`config.mk`:
```
export PLATFORM = sky130hd
export DESIGN_NAME = dma_regblk
export DESIGN_NICKNAME = d
export VERILOG_FILES = /design/src/rtl/dma_reg_pkg.sv /design/src/rtl/dma_reg_store.sv /design/src/rtl/dma_launch.sv /design/src/rtl/dma_status.sv /design/src/rtl/dma_regblk.sv
export SDC_FILE = /design/constraint.sdc
export NUM_CORES = 2
export LEC_CHECK = 0
export ABC_AREA = 1
export BUFFER_PORTS_ARGS = -buffer_cell sky130_fd_sc_hd__buf_2
export CAP_MARGIN = 15
export CORE_ASPECT_RATIO = 0.7
export CORE_UTILIZATION = 35
export DETAILED_ROUTE_END_ITERATION = 12
export PLACE_DENSITY = 0.46
export SYNTH_ARGS = -nofsm -noshare
export SYNTH_HDL_FRONTEND = slang
export SYNTH_SLANG_ARGS = --single-unit
```
`constraint.sdc`:
```
create_clock -name clk -period 12.6 [get_ports clk]
set_input_delay 0.63 -clock clk [delete_from_list [all_inputs] [get_ports clk]]
set_output_delay 0.63 -clock clk [all_outputs]
set_load 0.02 [all_outputs]
```
`src/rtl/dma_reg_pkg.sv`:
```
package dma_reg_pkg;
  // Byte offsets whose meaning the block decodes
  localparam int unsigned OFS_STAT = 'h0C;
  localparam int unsigned OFS_IRQ  = 'h14;
  localparam int unsigned OFS_TEMP = 'h1C;
  localparam int unsigned OFS_CNT  = 'h24;
  localparam int unsigned OFS_CMD  = 'h27;
  localparam int unsigned OFS_PTR  = 'h2C;
  localparam int unsigned OFS_SRC  = 'h30;
  localparam int unsigned OFS_MODE = 'h38;
  localparam int unsigned OFS_CTRL = 'h3B;

  // Bit positions
  localparam int unsigned CTRL_GO_BIT   = 2;
  localparam int unsigned CTRL_STEP_BIT = 4;
  localparam int unsigned MODE_MAN_BIT  = 0;
  localparam int unsigned STAT_STEP_BIT = 3;
  localparam int unsigned IRQ_PEND_BIT  = 0;

  localparam logic [7:0] STAT_RESET = 8'h80;

  // Power-up contents of the plain storage bytes
  function automatic logic [7:0] rst_byte(input int unsigned a);
    case (a)
      'h00:    return 8'hC0;
      'h0F:    return 8'h02;
      'h18:    return 8'hFF;
      'h19:    return 8'hF0;
      'h1A:    return 8'h01;
      'h46:    return 8'h60;
      'h47:    return 8'h0F;
      'h4C:    return 8'h03;
      default: return 8'h00;
    endcase
  endfunction
endpackage

```
`src/rtl/dma_reg_store.sv`:
```
module dma_reg_store
  import dma_reg_pkg::*;
#(
  parameter int ADDR_W    = 7,
  parameter int REG_BYTES = 96
) (
  input  logic                   clk,
  input  logic                   rst_n,
  input  logic                   wr_en,
  input  logic [ADDR_W-1:0]      addr,
  input  logic [7:0]             wdata,
  output logic [REG_BYTES*8-1:0] bytes_o
);
  for (genvar g = 0; g < REG_BYTES; g++) begin : g_byte
    localparam logic [7:0] RV = rst_byte(g);
    localparam bit HOST_WR = (g != OFS_STAT) && (g != OFS_IRQ);
    logic [7:0] q;
    if (HOST_WR) begin : g_rw
      always_ff @(posedge clk) begin
        if (!rst_n)                                  q <= RV;
        else if (wr_en && addr == ADDR_W'(g))        q <= wdata;
      end
    end else begin : g_fixed
      // owned by the status unit; slot kept constant
      assign q = RV;
    end
    assign bytes_o[g*8 +: 8] = q;
  end
endmodule

```
`src/rtl/dma_launch.sv`:
```
module dma_launch
  import dma_reg_pkg::*;
(
  input  logic       clk,
  input  logic       rst_n,
  input  logic       wr_ptr_top,
  input  logic       wr_ctrl,
  input  logic [7:0] wdata,
  input  logic       manual,
  input  logic       seq_halt,
  output logic       start_pulse,
  output logic       step_pulse,
  output logic       halted
);
  logic want_step, want_go;

  always_comb begin
    want_step = wr_ctrl && wdata[CTRL_GO_BIT] && wdata[CTRL_STEP_BIT];
    want_go   = (wr_ptr_top && !manual) ||
                (wr_ctrl && wdata[CTRL_GO_BIT] && !wdata[CTRL_STEP_BIT]);
  end

  always_ff @(posedge clk) begin
    if (!rst_n) begin
      start_pulse <= 1'b0;
      step_pulse  <= 1'b0;
      halted      <= 1'b0;
    end else begin
      start_pulse <= want_go;
      step_pulse  <= want_step;
      if (seq_halt)        halted <= 1'b1;
      else if (wr_ptr_top) halted <= 1'b0;
    end
  end
endmodule

```
`src/rtl/dma_status.sv`:
```
module dma_status
  import dma_reg_pkg::*;
(
  input  logic       clk,
  input  logic       rst_n,
  input  logic       wr_irq_byte,
  input  logic [7:0] wdata,
  input  logic       rd_stat,
  input  logic       set_pend,
  input  logic [7:0] set_stat,
  output logic [7:0] stat_q,
  output logic [7:0] irqb_q,
  output logic       irq
);
  logic [7:0] stat_d, irqb_d;

  // order: host write, clearing read, then sequencer sets (sets win)
  always_comb begin
    irqb_d = wr_irq_byte ? wdata : irqb_q;
    stat_d = stat_q;
    if (rd_stat) begin
      irqb_d[IRQ_PEND_BIT]  = 1'b0;
      stat_d[STAT_STEP_BIT] = 1'b0;
    end
    if (set_pend) irqb_d[IRQ_PEND_BIT] = 1'b1;
    stat_d = stat_d | set_stat;
  end

  always_ff @(posedge clk) begin
    if (!rst_n) begin
      stat_q <= STAT_RESET;
      irqb_q <= 8'h00;
    end else begin
      stat_q <= stat_d;
      irqb_q <= irqb_d;
    end
  end

  assign irq = irqb_q[IRQ_PEND_BIT] | stat_q[STAT_STEP_BIT];
endmodule

```
`src/rtl/dma_regblk.sv`:
```
module dma_regblk
  import dma_reg_pkg::*;
#(
  parameter int ADDR_W    = 7,
  parameter int REG_BYTES = 96
) (
  input  logic              clk,
  input  logic              rst_n,
  input  logic              wr_en,
  input  logic              rd_en,
  input  logic [ADDR_W-1:0] addr,
  input  logic [7:0]        wdata,
  output logic              rd_valid,
  output logic [7:0]        rd_data,
  input  logic              seq_set_pend,
  input  logic [7:0]        seq_set_stat,
  input  logic              seq_halt,
  output logic              start_pulse,
  output logic              step_pulse,
  output logic              halted,
  output logic              manual_mode,
  output logic              irq,
  output logic [31:0]       eng_ptr,
  output logic [31:0]       eng_src,
  output logic [31:0]       eng_temp,
  output logic [23:0]       eng_count,
  output logic [7:0]        eng_cmd
);
  localparam int FLAT_W = REG_BYTES * 8;

  logic             in_range;
  logic             wr_ok;
  logic [FLAT_W-1:0] flat;
  logic [7:0]       stat_q, irqb_q, rd_mux;

  assign in_range = int'(addr) < REG_BYTES;
  assign wr_ok    = wr_en && in_range;

  dma_reg_store #(.ADDR_W(ADDR_W), .REG_BYTES(REG_BYTES)) u_store (
    .clk(clk), .rst_n(rst_n), .wr_en(wr_ok), .addr(addr),
    .wdata(wdata), .bytes_o(flat)
  );

  dma_launch u_launch (
    .clk(clk), .rst_n(rst_n),
    .wr_ptr_top(wr_ok && addr == ADDR_W'(OFS_PTR + 3)),
    .wr_ctrl(wr_ok && addr == ADDR_W'(OFS_CTRL)),
    .wdata(wdata), .manual(manual_mode), .seq_halt(seq_halt),
    .start_pulse(start_pulse), .step_pulse(step_pulse), .halted(halted)
  );

  dma_status u_status (
    .clk(clk), .rst_n(rst_n),
    .wr_irq_byte(wr_ok && addr == ADDR_W'(OFS_IRQ)),
    .wdata(wdata),
    .rd_stat(rd_en && addr == ADDR_W'(OFS_STAT)),
    .set_pend(seq_set_pend), .set_stat(seq_set_stat),
    .stat_q(stat_q), .irqb_q(irqb_q), .irq(irq)
  );

  assign manual_mode = flat[OFS_MODE*8 + MODE_MAN_BIT];
  assign eng_temp    = flat[OFS_TEMP*8 +: 32];
  assign eng_count   = flat[OFS_CNT*8  +: 24];
  assign eng_cmd     = flat[OFS_CMD*8  +: 8];
  assign eng_ptr     = flat[OFS_PTR*8  +: 32];
  assign eng_src     = flat[OFS_SRC*8  +: 32];

  always_comb begin
    rd_mux = 8'h00;
    if (addr == ADDR_W'(OFS_STAT))     rd_mux = stat_q;
    else if (addr == ADDR_W'(OFS_IRQ)) rd_mux = irqb_q;
    else begin
      for (int i = 0; i < REG_BYTES; i++)
        if (addr == ADDR_W'(i)) rd_mux = flat[i*8 +: 8];
    end
  end

  always_ff @(posedge clk) begin
    if (!rst_n) begin
      rd_valid <= 1'b0;
      rd_data  <= 8'h00;
    end else begin
      rd_valid <= rd_en;
      if (rd_en) rd_data <= rd_mux;
    end
  end
endmodule

```
Yosys cells after proc, flatten, opt, wreduce, memory -nomap -nowiden
Index checks and enable logic that the tools add are counted.
Operators by class
  $lt $le $gt $ge: 1
  eq/ne operators: 95
  muxes and demuxes: 102
  bitwise operators: 2
  reductions and logical operators: 107
Operator list (count)
  2-to-1 mux 8 bit: 96
  equality test 7 x 6 -> 1 bit, second input constant: 32
  equality test 7 bit, second input constant: 32
  equality test 7 x 5 -> 1 bit, second input constant: 16
  logical AND 1 bit: 101
  equality test 7 x 4 -> 1 bit, second input constant: 8
  equality test 7 x 3 -> 1 bit, second input constant: 4
  equality test 7 x 2 -> 1 bit, second input constant: 2
  OR 8 bit: 1
  equality test 7 x 1 -> 1 bit, second input constant: 1
  zero test 7 bit: 1
  < comparator 7 bit, second input constant: 1
  2-to-1 mux 1 bit: 6
  nonzero test 3 bit: 1
  zero test 1 bit: 2
  nonzero test 2 bit: 1
  logical OR 1 bit: 1
  OR 1 bit: 1
Storage, ports and cells
  bits in registers: 780
  bits of input ports: 29
  output and inout bits: 142
  word-level logic and storage cells: 409

Depth between registers and ports, before layout
  depth after elaboration: 97
  gate-level depth with buffers: 58
  mapped depth without buffers: 58

Modules after synthesis
Synthesis repeated with hierarchy kept, for this count alone.
Unflattened totals
  cell total of the unflattened synthesis: 6178
  area total of the unflattened synthesis: 38637.1 um^2
Modules (own cells, without submodules)
  dma_reg_store: times used 1, cells an instance 4388, area an instance 30442.9 um^2
  dma_regblk: times used 1, cells an instance 1712, area an instance 7552.2 um^2
  dma_status: times used 1, cells an instance 64, area an instance 526.8 um^2
  dma_launch: times used 1, cells an instance 14, area an instance 115.1 um^2

Worst setup path before layout
Ideal clock, no wire load.
  kind: input port to flip-flop
  start point: input addr[3]
  end point: register rd_data[4]
  data arrival time: 4.390 ns
  setup slack: 8.098 ns
  cell stages on the path: 54
  path through: nor2_2 nand3_1 nor2_4 inv_1 o21ai_1 nand2_1 a21oi_1 nand4_1 o21ai_0 nand3_1 nor2_1 nand4_1 nand2_1 nand4_1 nand2_1 nand3_1 nand2_1 nand3_1 [18 not listed] nand2_1 nand4_1 nand2_1 nand4_1 nand2_1 nand4_1 nand2_1 nand4_1 nand2_1 nand4_1 nand2_1 nand4_1 nor2_1 nand4_1 nand2_1 nand4_1 nand2_1 nand2_1
Between the ends
  word-level cells in the longest chain between the ends: 97
Ends and longest elaborated chain
  start: declaration: line dma_regblk.sv:11  | input logic [ADDR_W-1:0] addr,
  zero test 7 bit: line dma_regblk.sv:74  | if (addr == ADDR_W'(i)) rd_mux = flat[i*8 +: 8];
  2-to-1 mux 8 bit (94 in series): line dma_regblk.sv:74
  2-to-1 mux 8 bit: line dma_regblk.sv:71  | else if (addr == ADDR_W'(OFS_IRQ)) rd_mux = irqb_q;
  2-to-1 mux 8 bit *: line dma_regblk.sv:70  | if (addr == ADDR_W'(OFS_STAT)) rd_mux = stat_q;
  end signal: assignment: line dma_regblk.sv:84  | if (rd_en) rd_data <= rd_mux;
  end: declaration: line dma_regblk.sv:14  | output logic [7:0] rd_data,
Mark *: on every way between the ends. The rest lies on a longest branch, timed or not.
A chain may end at the register's enable or synchronous reset.

Worst setup path after layout
  start point: input addr[6]
  end point: register rd_data[4]
The elaborated chain is that of the path after synthesis.

==> impl_summary.md <==
Outcome
The run finished, with violations left. The checks that failed: DRC.

Worst setup path
The kind of capture point of the worst setup path is a flop. The element type at the critical path start is an input port. The cell type group with the largest total delay on the critical path is simple AND/OR/NAND/NOR gates. The number of buffers and inverters on the critical path is 3. For this design, the slowest cell found on the critical path is sky130_fd_sc_hd__a21oi_1. Of all nets on the critical path, the largest fanout is 16.

The setup path with the least slack is of type input port to flop. By instance count, the cell type seen most on the critical path is sky130_fd_sc_hd__nand2_1. At the worst endpoint, the required time is 13.16 ns. In this design, the stage delay of the slowest critical-path cell is 0.37 ns. At the worst endpoint, the arrival time is 8.41 ns.

Synthesis
Sequential elements use 43.97% of the synthesized area. The synthesized area per cell is 6.783 um^2. The number of synthesized flops with an enable pin is 0. By area the synthesized netlist is led by sky130_fd_sc_hd__dfxtp_1 (44%), sky130_fd_sc_hd__nand2_1 (13%), sky130_fd_sc_hd__a21oi_1 (11%). The Yosys step of the flow raised 0 warnings.

The netlist area before placement is 35,510 um^2. The number of synthesized register bits is 780. After synthesis, the share of flip-flops with an asynchronous set or reset is 0%.

The synthesized design spends more area on one cell type than any other, namely sky130_fd_sc_hd__dfxtp_1. The net count after synthesis is 5,264. The number of different library cells used by synthesis comes to 25. The top cell type's share of synthesized area is 43.97%. Among all flip-flop cells after synthesis, the most frequent one is sky130_fd_sc_hd__dfxtp_1. The post-synthesis cell count is 5,235.

Clock tree
The number of resized instances in the post-cts repair step is 0. The insertion delay to the later sink of the worst-skew pair is 0.67 ns. In this run, CTS created clock tree buffers numbering 84. The CTS tree is built.

The clock-pin transition on the worst setup and hold timing paths is 0.06 ns. No sink is reached through more buffers than the 3 on the longest clock path. The number of post-CTS setup repair buffers is 0. CTS built an H-tree with a depth of 3.

For this design, the CTS-stage hold fixing added 0 buffers. Counting every sink on the clock net gives 780. The root buffer selected by CTS is sky130_fd_sc_hd__clkbuf_16.

Timing
The fmax is 127.4 MHz. The smallest clock period supported by the final layout is computed as 7.847 ns. The setup TNS after final layout is 0 ns. The final number of hold-violating endpoints came to 0. The worst-case headroom to the max-slew limit is 16.76%.

Setup violations remaining at the end of the flow were counted as 0. The number of pins with negative max-slew slack in the final report is 0. The actual transition at the worst max-transition pin is 1.244 ns. Setup repair after global routing left no endpoint under its margin. The portion of the clock cycle consumed by the worst path in the final layout is 62.27%. The maximum clock skew at final layout is 0.02530 ns.

Job
The total of max-cap violations is 0.

Final layout
The leading cell type in the layout, fill and taps excluded is sky130_fd_sc_hd__nand2_1. The number of antenna diodes in the final layout is 0. The layout cell share with drive strength beyond 1 is 8.361%. Across the whole layout, storage elements account for 15,620 um^2. The filler-free cell count of the finished design is 6,515. The area growth from synthesis to layout is 10.87%. The number of nets in the final layout is 5,140. Cells fill 39.27% of the core in the end.

The fill cell total of the finished layout is 10,810. Summing all multi-input logic gate instances after layout gives 15,760 um^2. Leaving out fill and tap cells, the most frequent cells in the layout are sky130_fd_sc_hd__nand2_1 (1,204), sky130_fd_sc_hd__a21oi_1 (798), sky130_fd_sc_hd__dfxtp_1 (780), sky130_fd_sc_hd__nand3_1 (489), sky130_fd_sc_hd__inv_1 (469).

Pwr
The switching share of total power is 25.22%. The internal power summed over all cells is 4.006 mW. In this run the power spent charging and discharging nets is 1.351 mW. The worst IR drop on VDD is 0.09269 mV. The proportion of power drawn by the clock network is 48.1%.

For this design the ratio of total power to cell area is 136.1 nW/um^2. For this design the static power due to leakage is 13.69 nW. The proportion of power drawn by flip-flops and latches is 46.3%. The combinational power share is 5.6%.

Placement
In this run the tool buffered the top-level ports with 170 buffer cells. The HPWL reported at the end of detailed placement is 87.33 mm. The cell total after placement is 6,360.

At the end of routability-driven placement, the weighted congestion stood at 0.8574.

Drt
The average detailed-routed wire length per instance is 20.96 um. The count of vias placed by the detailed router is 34,130. For this run, design rule violations remaining after detail routing come to 16. The detailed-router iteration count before antenna repair is 11. The detailed router finished its first iteration with 3,415 violations. The routed design has 136.5 mm of wire. The number of vias per cell after detailed routing is 5.239.

The count of nets left with antenna violations once routing finished came out at 0.

GRT
The number of antenna violations at the first check in global routing came to 3. For this run, the total global-route usage over all layers was measured as 25.91%. The first global-routing pass estimated 203.4 mm of wire. The maximum number of pins on one net before global-route repair is 160. The via count of the first global-routing pass is 30,820. Global routing finished with a remaining overflow of 0.

Die
The starting density of the core is 35.42%. The floorplan has 97 rows. The area inside the core boundary is 100,200 um^2.

The number of placed I/O pins is 171. The die is 382.7 um wide. The total die area is 102,800 um^2. Measured along the y axis, the die boundary spans 268.5 um.

Min path
The min-delay analysis places its worst path in the category input port to flop.
final cells by class:
class	instances	share of cell area, %
Clock inverter	25	0.6388
Inverter	493	4.738
Timing Repair Buffer	270	4.185
Multi-Input combinational cell	3482	40.04
Sequential cell	780	39.66
Tap cell	1336	4.246
Clock buffer	129	6.490
logic make-up (layout without fill, tap and decap cells):
family / after synthesis / in the layout / share of synthesized area, %
buffers and inverters: 973 / 917 / 11.67
AND/OR/NAND/NOR: 2217 / 2217 / 26.44
AO/OA/AOI/OAI: 1265 / 1265 / 17.91
flip-flops: 780 / 780 / 43.97
through the flow:
stage / hold WS [ns] / total power, mW / worst slack, ns / cell area [um^2]
floorplan: 0.4056 / 2.705 / 8.098 / 35510
global placement: 0.4355 / 2.833 / 4.313 / 36550
detailed placement: 0.4412 / 2.835 / 4.365 / 36550
CTS: 0.1019 / 5.397 / 5.072 / 39360
global route: 0.1119 / 5.523 / 4.147 / 39370
finish: 0.1429 / 5.358 / 4.753 / 39370
layer usage:
metal / vias up / track usage (%) / wire, um
met5: - / 0 / 14
met4: 2 / 5.211 / 2394
met3: 155 / 5.753 / 10120
met2: 1093 / 34.49 / 53160
met1: 16100 / 41.29 / 70840
li1: 16790 / - / -
power groups by stage:
stage	Combinational, mW	Clock, mW	Sequential (mW)
floorplan	0.169	0	2.54
global placement	0.298	0	2.54
detailed placement	0.300	0	2.54
CTS	0.300	2.62	2.48
global route	0.324	2.72	2.48
finish	0.302	2.58	2.48
worst min-delay path: stages:
cell                      delay (ns)
sky130_fd_sc_hd__buf_2          0.08
sky130_fd_sc_hd__nor2_1         0.03
sky130_fd_sc_hd__nand2_1        0.04
state kept, by name, summed over array words and instances, names as in the netlist:
signal                cells
rd_data                   8
rd_valid                  1
u_launch.halted           1
u_launch.start_pulse      1
u_launch.step_pulse       1
u_status.irqb_q           8
u_status.stat_q           8
u_store.g_byte.q        752
final timing paths:
kind                                              start                       to  slack [ns]  cells past startpoint
worst min-delay path                    seq_set_stat[7]       u_status.stat_q[7]        0.14                      3
worst max register to register   u_store.g_byte[0].q[4]               rd_data[4]        5.31                     52
worst max-delay path                            addr[6]               rd_data[4]        4.75                     55
worst min register to register  u_store.g_byte[85].q[2]  u_store.g_byte[85].q[2]        0.45                      2
cells in the mapped netlist, types with 7 or more instances:
cell type	number
sky130_fd_sc_hd__nor2_1	347
sky130_fd_sc_hd__clkinv_1	13
sky130_fd_sc_hd__nand4_1	153
sky130_fd_sc_hd__o211ai_1	11
sky130_fd_sc_hd__buf_1	7
sky130_fd_sc_hd__o21ai_0	449
sky130_fd_sc_hd__nand2_1	1204
sky130_fd_sc_hd__dfxtp_1	780
sky130_fd_sc_hd__nand3_1	489
sky130_fd_sc_hd__inv_1	469
sky130_fd_sc_hd__a21oi_1	798
sky130_fd_sc_hd__clkbuf_1	341
sky130_fd_sc_hd__inv_2	11
sky130_fd_sc_hd__nor3_1	7
sky130_fd_sc_hd__buf_4	128
(Power assumes the default switching activity.)
